File: config.mk
export PLATFORM = sky130hd
export DESIGN_NAME = adc_serial_port
export DESIGN_NICKNAME = d
export VERILOG_FILES = /design/src/rtl/adc_sp_pkg.sv /design/src/rtl/adc_sp_fmt.sv /design/src/rtl/adc_sp_pulsegen.sv /design/src/rtl/adc_serial_port.sv
export SDC_FILE = /design/constraint.sdc
export NUM_CORES = 1
export LEC_CHECK = 0
export ABC_AREA = 0
export BUFFER_PORTS_ARGS = -buffer_cell sky130_fd_sc_hd__buf_2
export CAP_MARGIN = 10
export CORE_UTILIZATION = 61
export DETAILED_ROUTE_END_ITERATION = 6
export PLACE_DENSITY = 0.84
export SETUP_SLACK_MARGIN = 0.5
export SLEW_MARGIN = 10
export SYNTH_ARGS = -nofsm -noshare
export SYNTH_HDL_FRONTEND = slang
export SYNTH_SLANG_ARGS = --single-unit
File: constraint.sdc
create_clock -name clk -period 2.7 [get_ports clk]
set_input_delay 0.405 -clock clk [delete_from_list [all_inputs] [get_ports clk]]
set_output_delay 0.405 -clock clk [all_outputs]
set_load 0.02 [all_outputs]
File: src/rtl/adc_sp_pkg.sv
package adc_sp_pkg;
    typedef enum logic [1:0] {
        RD_IDLE  = 2'd0,
        RD_ARMED = 2'd1,
        RD_SHIFT = 2'd2
    } rd_phase_t;
endpackage

File: src/rtl/adc_sp_fmt.sv
module adc_sp_fmt #(
    parameter int W = 16
) (
    input  logic [W-1:0] raw_i,
    input  logic         straight_i,
    output logic [W-1:0] coded_o
);
    always_comb begin
        coded_o        = raw_i;
        coded_o[W-1]   = raw_i[W-1] ^ ~straight_i;
    end
endmodule

File: src/rtl/adc_sp_pulsegen.sv
module adc_sp_pulsegen #(
    parameter int W    = 16,
    parameter int HALF = 2
) (
    input  logic clk,
    input  logic rst_n,
    input  logic go_i,
    output logic lvl_o,
    output logic fall_o,
    output logic last_o,
    output logic act_o
);
    localparam int CW = (HALF > 1) ? $clog2(HALF) : 1;
    localparam int PW = (W > 1) ? $clog2(W) : 1;

    typedef struct packed {
        logic          act;
        logic          lvl;
        logic [CW-1:0] cnt;
        logic [PW-1:0] pcnt;
    } pg_t;

    pg_t s_d, s_q;

    always_comb begin
        s_d    = s_q;
        fall_o = 1'b0;
        last_o = 1'b0;
        if (go_i) begin
            s_d.act  = 1'b1;
            s_d.lvl  = 1'b0;
            s_d.cnt  = '0;
            s_d.pcnt = '0;
        end else if (s_q.act) begin
            if (s_q.cnt == CW'(HALF - 1)) begin
                s_d.cnt = '0;
                s_d.lvl = ~s_q.lvl;
                if (s_q.lvl) begin
                    fall_o   = 1'b1;
                    s_d.pcnt = s_q.pcnt + 1'b1;
                    if (s_q.pcnt == PW'(W - 1)) begin
                        last_o  = 1'b1;
                        s_d.act = 1'b0;
                    end
                end
            end else begin
                s_d.cnt = s_q.cnt + 1'b1;
            end
        end
    end

    always_ff @(posedge clk) begin
        if (!rst_n) s_q <= '0;
        else        s_q <= s_d;
    end

    assign lvl_o = s_q.lvl;
    assign act_o = s_q.act;
endmodule

File: src/rtl/adc_serial_port.sv
module adc_serial_port #(
    parameter int W          = 16,
    parameter int DCLK_HALF  = 2
) (
    input  logic         clk,
    input  logic         rst_n,
    input  logic         cs_n_i,
    input  logic         rd_cnv_i,
    input  logic         ext_mode_i,
    input  logic         fmt_sb_i,
    input  logic         tag_i,
    input  logic         pwr_dn_i,
    input  logic         conv_done_i,
    input  logic [W-1:0] result_i,
    input  logic         dclk_in_i,
    output logic         busy_o,
    output logic         sync_o,
    output logic         sdata_o,
    output logic         dclk_out_o,
    output logic         dclk_drive_o
);
    import adc_sp_pkg::*;

    typedef struct packed {
        logic        busy;
        logic [W-1:0] hold;
        logic [W-1:0] sh;
        logic        sdata;
        logic        sync;
        rd_phase_t   rph;
        logic        tagcap;
        logic        prev_sel;
        logic        prev_cs;
        logic        prev_rd;
        logic        prev_dclk;
    } st_t;

    st_t s_d, s_q;

    logic         sel, start, trig, rd_ok, rise, go;
    logic [W-1:0] word;
    logic         pg_lvl, pg_fall, pg_last, pg_act;

    adc_sp_fmt #(.W(W)) u_fmt (
        .raw_i      (s_q.hold),
        .straight_i (fmt_sb_i),
        .coded_o    (word)
    );

    adc_sp_pulsegen #(.W(W), .HALF(DCLK_HALF)) u_pg (
        .clk    (clk),
        .rst_n  (rst_n),
        .go_i   (go),
        .lvl_o  (pg_lvl),
        .fall_o (pg_fall),
        .last_o (pg_last),
        .act_o  (pg_act)
    );

    always_comb begin
        sel   = cs_n_i | rd_cnv_i;
        start = s_q.prev_sel & ~sel & s_q.busy & ~pwr_dn_i;
        trig  = ext_mode_i & ((~s_q.prev_rd & rd_cnv_i & ~cs_n_i) |
                              (s_q.prev_cs & ~cs_n_i & rd_cnv_i));
        rd_ok = ~cs_n_i & rd_cnv_i;
        rise  = dclk_in_i & ~s_q.prev_dclk;
        go    = start & ~ext_mode_i;

        s_d           = s_q;
        s_d.prev_sel  = sel;
        s_d.prev_cs   = cs_n_i;
        s_d.prev_rd   = rd_cnv_i;
        s_d.prev_dclk = dclk_in_i;

        if (start) begin
            s_d.busy = 1'b0;
        end else if (conv_done_i && !s_q.busy) begin
            s_d.busy = 1'b1;
            s_d.hold = result_i;
        end

        if (!ext_mode_i) begin
            s_d.sync = 1'b0;
            s_d.rph  = RD_IDLE;
            if (go) begin
                s_d.sdata  = word[W-1];
                s_d.sh     = {word[W-2:0], 1'b0};
                s_d.tagcap = tag_i;
            end else if (pg_fall) begin
                if (pg_last) begin
                    s_d.sdata = s_q.tagcap;
                end else begin
                    s_d.sdata = s_q.sh[W-1];
                    s_d.sh    = {s_q.sh[W-2:0], 1'b0};
                end
            end else if (!pg_act) begin
                s_d.sdata = s_q.tagcap;
            end
        end else if (!rd_ok) begin
            s_d.rph   = RD_IDLE;
            s_d.sync  = 1'b0;
            s_d.sdata = 1'b0;
        end else if (trig) begin
            s_d.rph  = RD_ARMED;
            s_d.sync = 1'b0;
        end else if (rise) begin
            case (s_q.rph)
                RD_ARMED: begin
                    s_d.sdata = word[W-1];
                    s_d.sh    = {word[W-2:0], tag_i};
                    s_d.sync  = 1'b1;
                    s_d.rph   = RD_SHIFT;
                end
                RD_SHIFT: begin
                    s_d.sdata = s_q.sh[W-1];
                    s_d.sh    = {s_q.sh[W-2:0], tag_i};
                    s_d.sync  = 1'b0;
                end
                default: s_d.rph = RD_IDLE;
            endcase
        end
    end

    always_ff @(posedge clk) begin
        if (!rst_n) begin
            s_q      <= '0;
            s_q.busy <= 1'b1;
            s_q.rph  <= RD_IDLE;
        end else begin
            s_q <= s_d;
        end
    end

    assign busy_o       = s_q.busy;
    assign sync_o       = s_q.sync;
    assign sdata_o      = s_q.sdata;
    assign dclk_out_o   = pg_lvl & ~ext_mode_i;
    assign dclk_drive_o = ~ext_mode_i;
endmodule

======== Word-level counts from Yosys, hierarchy flattened ========
Cells that the tools add are included.
operators by class
  muxes and demuxes ....................... 33
  bitwise logic cells ..................... 27
  add/sub/neg operators ................... 2
  reductions and logical operators ........ 18
  eq/ne operators ......................... 13
operator list
  operator             count
  $mux 17              3
  $mux 16              3
  $mux 20              2
  $pmux 18 s2          1
  $mux 1               16
  $mux 7               2
  $and 1x1->1          12
  $mux 4               3
  $not 1->1            12
  $reduce_and 2->1     6
  $ne 3x3->1 const B   2
  $reduce_and 3->1     2
  $reduce_and 6->1     1
  $reduce_bool 2->1    3
  $add 4x1->4 const B  1
  $eq 4x4->1 const B   1
  $ne 2x1->1 const B   2
  $ne 2x2->1 const B   2
  $ne 4x2->1 const B   1
  $ne 4x4->1 const B   1
  $pmux 2 s2           1
  $reduce_and 4->1     1
  $reduce_or 4->1      1
  $mux 3               1
  12 further kinds     13
word-level totals
  bits of input ports ..................... 26
  output and inout bits ................... 5
  bits in registers ....................... 49

======== Logic depth before layout (Yosys ltp) ========
  depth after elaboration ................. 11
  gate-level depth with buffers ........... 9

======== Hierarchy ========
From an unflattened synthesis, not the netlist that was laid out.
second synthesis, totals
  cells, all modules ...................... 262
  area, all modules ....................... 2327.2 µm²
modules (own cells, without submodules)
  module           times used  area each (µm²)  cells each  seq. area each (µm²)
  adc_serial_port  1           1903.1           213         840.8
  adc_sp_pulsegen  1           302.8            33          140.1
  adc_sp_fmt       1           121.4            16          0.0

======== Worst setup path before layout ========
No wires, ideal clock.
  path kind ............................... input to register
  start ................................... input cs_n_i
  end ..................................... register s_q[16] (netlist name)
  stages on the path ...................... 5
  required time ........................... 2.612 ns
  path slack .............................. 0.924 ns
  arrival ................................. 1.687 ns
  cell sequence ........................... or4b_4 o31ai_4 buf_6 nand2_1 a311oi_2
on the way
  cells in the longest elaborated chain, start to end .. 9
  elaborated cells between the ends (all ways) .. 22
  classes of those cells .................. 3 x eq/ne; 4 x mux; 13 x bitwise; 2 x reduce/logical
RTL lines
  element                                                    line                   source
  start: declaration                                         adc_serial_port.sv:7   input logic cs_n_i,
  $or 1x1->1                                                 adc_serial_port.sv:61  sel = cs_n_i | rd_cnv_i;
  $not 1->1                                                  adc_serial_port.sv:62  start = s_q.prev_sel & ~sel & s_q.busy & ~pwr_dn_i;
  $and 1x1->1 (3 in a row)                                   adc_serial_port.sv:62
  $and 1x1->1                                                adc_serial_port.sv:67  go = start & ~ext_mode_i;
  $mux 1                                                     adc_sp_pulsegen.sv:29  if (go_i) begin
  $ne 3x3->1 (no line) or $reduce_bool 3->1 (tied branches)  -
  $reduce_and 6->1 (no line)                                 -
  end: declaration                                           adc_serial_port.sv:38  st_t s_d, s_q;
Parallel ways exist; a longest one is shown, timed or not.
A chain may end at the register's enable or synchronous reset.

======== Worst setup path in the final report ========
  start ................................... register s_q[3] (netlist name)
  end ..................................... register s_q[20] (netlist name)
on the way
  cells in the longest elaborated chain, start to end .. 7
  elaborated cells between the ends (all ways) .. 11
  classes of those cells .................. 1 x eq/ne; 4 x mux; 4 x bitwise; 2 x reduce/logical
RTL lines
  element                                                    line
  $and 1x1->1 * (3 in a row)                                 adc_serial_port.sv:62
  $and 1x1->1 *                                              adc_serial_port.sv:67
  $mux 1                                                     adc_sp_pulsegen.sv:29
  $ne 3x3->1 (no line) or $reduce_bool 3->1 (tied branches)  -
  $reduce_and 6->1 (no line)                                 -
Every way passes the cells marked *; elsewhere a longest branch is shown, timed or not.

==> results.tsv <==
stage	metric	value	unit
outcome	outcome	finished, final reports clean	
global_route	Overall Global Routing Usage	25.0	%
sta	Fin Clk Skew	0.00937	ns
yosys	Async SR Flop Fraction	0	%
drt	Antenna Violating Nets Remaining	0	
sta	RSZ-0062 raised after global routing	false	
clock_tree	largest buffer count on any clock path	2	
clock_tree	Worst-path clk slew	0.09	ns
floorplan	Die H	63.5	um
sta	# setup viols final	0	
finish	# nets final	311	
sta	setup TNS	0	ns
sta	final slew viol count	0	
worst_setup_path	Worst setup SP type	flop	
drt	DR pass1 iterations	4	
power	PD cells	565	nW/um^2
yosys	Post-synth top flop	dfxtp_1	
flow_run	max-cap viol count	0	
sta	Slew @ Worst Pin	0.995	ns
finish	n_diodes	0	
drt	DRT iter0 DRCs	101	
global_route	largest net degree at the start of global routing	22	
worst_setup_path	worst-path fanout max	15	
yosys	Post-Syn Area	2310	um^2
sta	max_slew headroom	33.5	%
global_route	number of global-route vias before repair	1777	
clock_tree	Post-CTS Resized	0	
worst_setup_path	CP max stage cell	o31ai_4	
worst_setup_path	critical path endpoint category	flop	
floorplan	starting density of the core	66.5	%
power	Internal	1.08	mW
drt	WL/cell	14.1	um
global_route	total grt overflow	0	
yosys	syn avg cell area	8.94	um^2
sta	Tcrit/Tclk final	72.7	%
yosys	Mapped Cells	258	
floorplan	core area	3470	um^2
finish	fraction of layout cells with a size suffix above 1	21.9	%
sta	Period minus WS final	1.96	ns
global_route	initial antenna violation count	0	
floorplan	num rows	21	
power	Leak	0.894	nW
yosys	Unique masters post-synth	45	
clock_tree	# clock sinks	49	
clock_tree	later-pin clock latency in the skew report	0.31	ns
global_route	global-route wire length before repair	7920	um
sta	Max Clk Rate	509	MHz
worst_setup_path	Max stage delay on crit path	0.58	ns
drt	drt total wl	4650	um
worst_setup_path	critical path cell sequence	or4b_4, o31ai_4, nand2_1, a311oi_2	
power	switching share of total power	24.0	%
worst_setup_path	R2R Setup Slk	0.74	ns
worst_setup_path	crit path DAT	2.17	ns
place	RD Place Congestion	0.804	
yosys	sequential area share after synthesis	42.5	%
clock_tree	Post-CTS Setup Repair Bufs	0	
place	IO buf count	30	
finish	area grow syn2layout	9.17	%
floorplan	DIE AREA	4030	um^2
power	switching power total	0.341	mW
clock_tree	root buf cell	clkbuf_8	
clock_tree	CTS Buf Count	5	
worst_setup_path	CP Launch Point	s_q[3]	
finish	Layout fillers	277	
yosys	syn nets	287	
clock_tree	CTS tree	built	
power	Clk pwr share	36.9	%
finish	multi-input logic area	1180	um^2
worst_setup_path	worst path required time	2.91	ns
finish	Util after Layout	72.6	%
power	combinational share of power	9.8	%
worst_setup_path	kind of critical path	flop to flop	
power	Max rail drop VDD	0.000338	V
drt	Vias per Instance	5.81	
sta	Final Hold Violating Endpoints	0	
drt	drt drc	0	
floorplan	Die W	63.5	um
worst_setup_path	r2r worst-path depth	4	
finish	register area	981	um^2
min_path	Worst Hold Depth	3	
min_path	worst hold path type	input pin to flop	
worst_setup_path	worst r2r src	s_q[3]	
min_path	worst hold endpoint	s_q[25]	
min_path	Hold Crit Start	result_i[0]	
worst_setup_path	RR Endpoint	s_q[20]	
clock_tree	CTS H-tree depth	2	
clock_tree	CTS Hold Bufs	0	
drt	routed vias	1911	
yosys	Yosys reg bits	49	
place	post-detail-place hpwl	3220	um
yosys	Synth warnings	0	
power	sequential share of power	53.3	%
yosys	EDFF count, synth	0	
floorplan	# IOs	31	
[sequential cells by signal (all words and copies together) (netlist names)]
register / cells
sync_o: 1
u_pg.s_q: 5
busy_o: 1
u_pg.act_o: 1
sdata_o: 1
s_q: 39
u_pg.lvl_o: 1
[synthesized netlist by cell type, drive strengths merged, types with 3 or more instances]
master	count	share of area (%)
nand2	55	9.1
dfxtp	49	43
a21oi	37	8.0
o21ai	21	4.6
a311oi	16	9.1
nor2	12	2.0
buf	8	3.9
clkbuf	8	1.8
and2	5	1.5
and3	4	1.3
inv	4	0.65
nor2b	4	1.1
xor2	4	1.5
ha	3	1.6
nand2b	3	0.81
nand3	3	0.65
[area by class of cell]
type	instances	area share (%)
repair buffers	33	6.86
clock inverters	2	1.54
flip-flops and latches	49	38.9
inverters	5	0.745
clock buffers	6	2.88
well taps	46	2.29
multi-input cells	188	46.7
[layer usage]
metal	vias up	track usage, %	part of all wire [%]
met5	-	0	0
met4	0	6.53	1.0
met3	8	5.98	5.8
met2	57	41.8	48
met1	884	31.9	45
li1	962	-	-
[how the worst max path moves through the flow]
stage / endpoint / slack, ns / cells after the start
final: s_q[20] / 0.74 / 4
after global routing: s_q[23] / 0.64 / 4
after CTS: s_q[20] / 0.74 / 4
after detailed placement: s_q[20] / 0.45 / 5
after global placement: s_q[16] / 0.52 / 5
after floorplan: s_q[16] / 0.92 / 5
[cell usage in the layout, fill, tap and decap left out, drive strengths merged, types with 3 or more instances in the layout]
master,synthesis,layout
nand2,55,55
dfxtp,49,49
a21oi,37,37
buf,8,33
o21ai,21,21
a311oi,16,16
nor2,12,12
clkbuf,8,6
and2,5,5
inv,4,4
nor2b,4,4
xor2,4,4
and3,4,4
nand2b,3,3
nand3,3,3
ha,3,3
[stage by stage]
stage	hold WS, ns	setup WS (ns)	area (um^2)	cells	power [mW]
2_1_floorplan	0.437	0.924	2310	258	0.878
3_3_place_gp	0.443	0.515	2410	321	0.908
3_5_place_dp	0.449	0.447	2410	321	0.912
4_1_cts	0.321	0.735	2520	329	1.42
5_1_grt	0.320	0.643	2520	329	1.48
6_report	0.324	0.736	2520	329	1.42
[logic make-up (layout without fill, tap and decap cells)]
kind of cell | count (synthesis) | in the layout | share of synthesized area [%]
flops | 49 | 49 | 42.5
fa+ha+maj | 3 | 3 | 1.63
mux | 2 | 2 | 0.868
xor+xnor | 6 | 6 | 2.28
buf+inv | 21 | 46 | 6.45
compound gates | 83 | 83 | 26.9
simple gates | 94 | 94 | 19.4
[worst max-delay path, delay by kind of cell (launching register included)]
family,cells,cell delay (ns)
DFF,1,0.33
AOI/OAI and AO/OA,2,0.87
and+or+nand+nor,2,0.67
[power by group through the flow]
stage	clock [mW]	combinational, mW	sequential [mW]
global route	0.561	0.153	0.761
floorplan	0	0.105	0.773
global placement	0	0.134	0.774
detailed placement	0	0.138	0.775
CTS	0.528	0.138	0.758
finish	0.525	0.139	0.758
No activity file was read; power rests on OpenSTA's default activity.
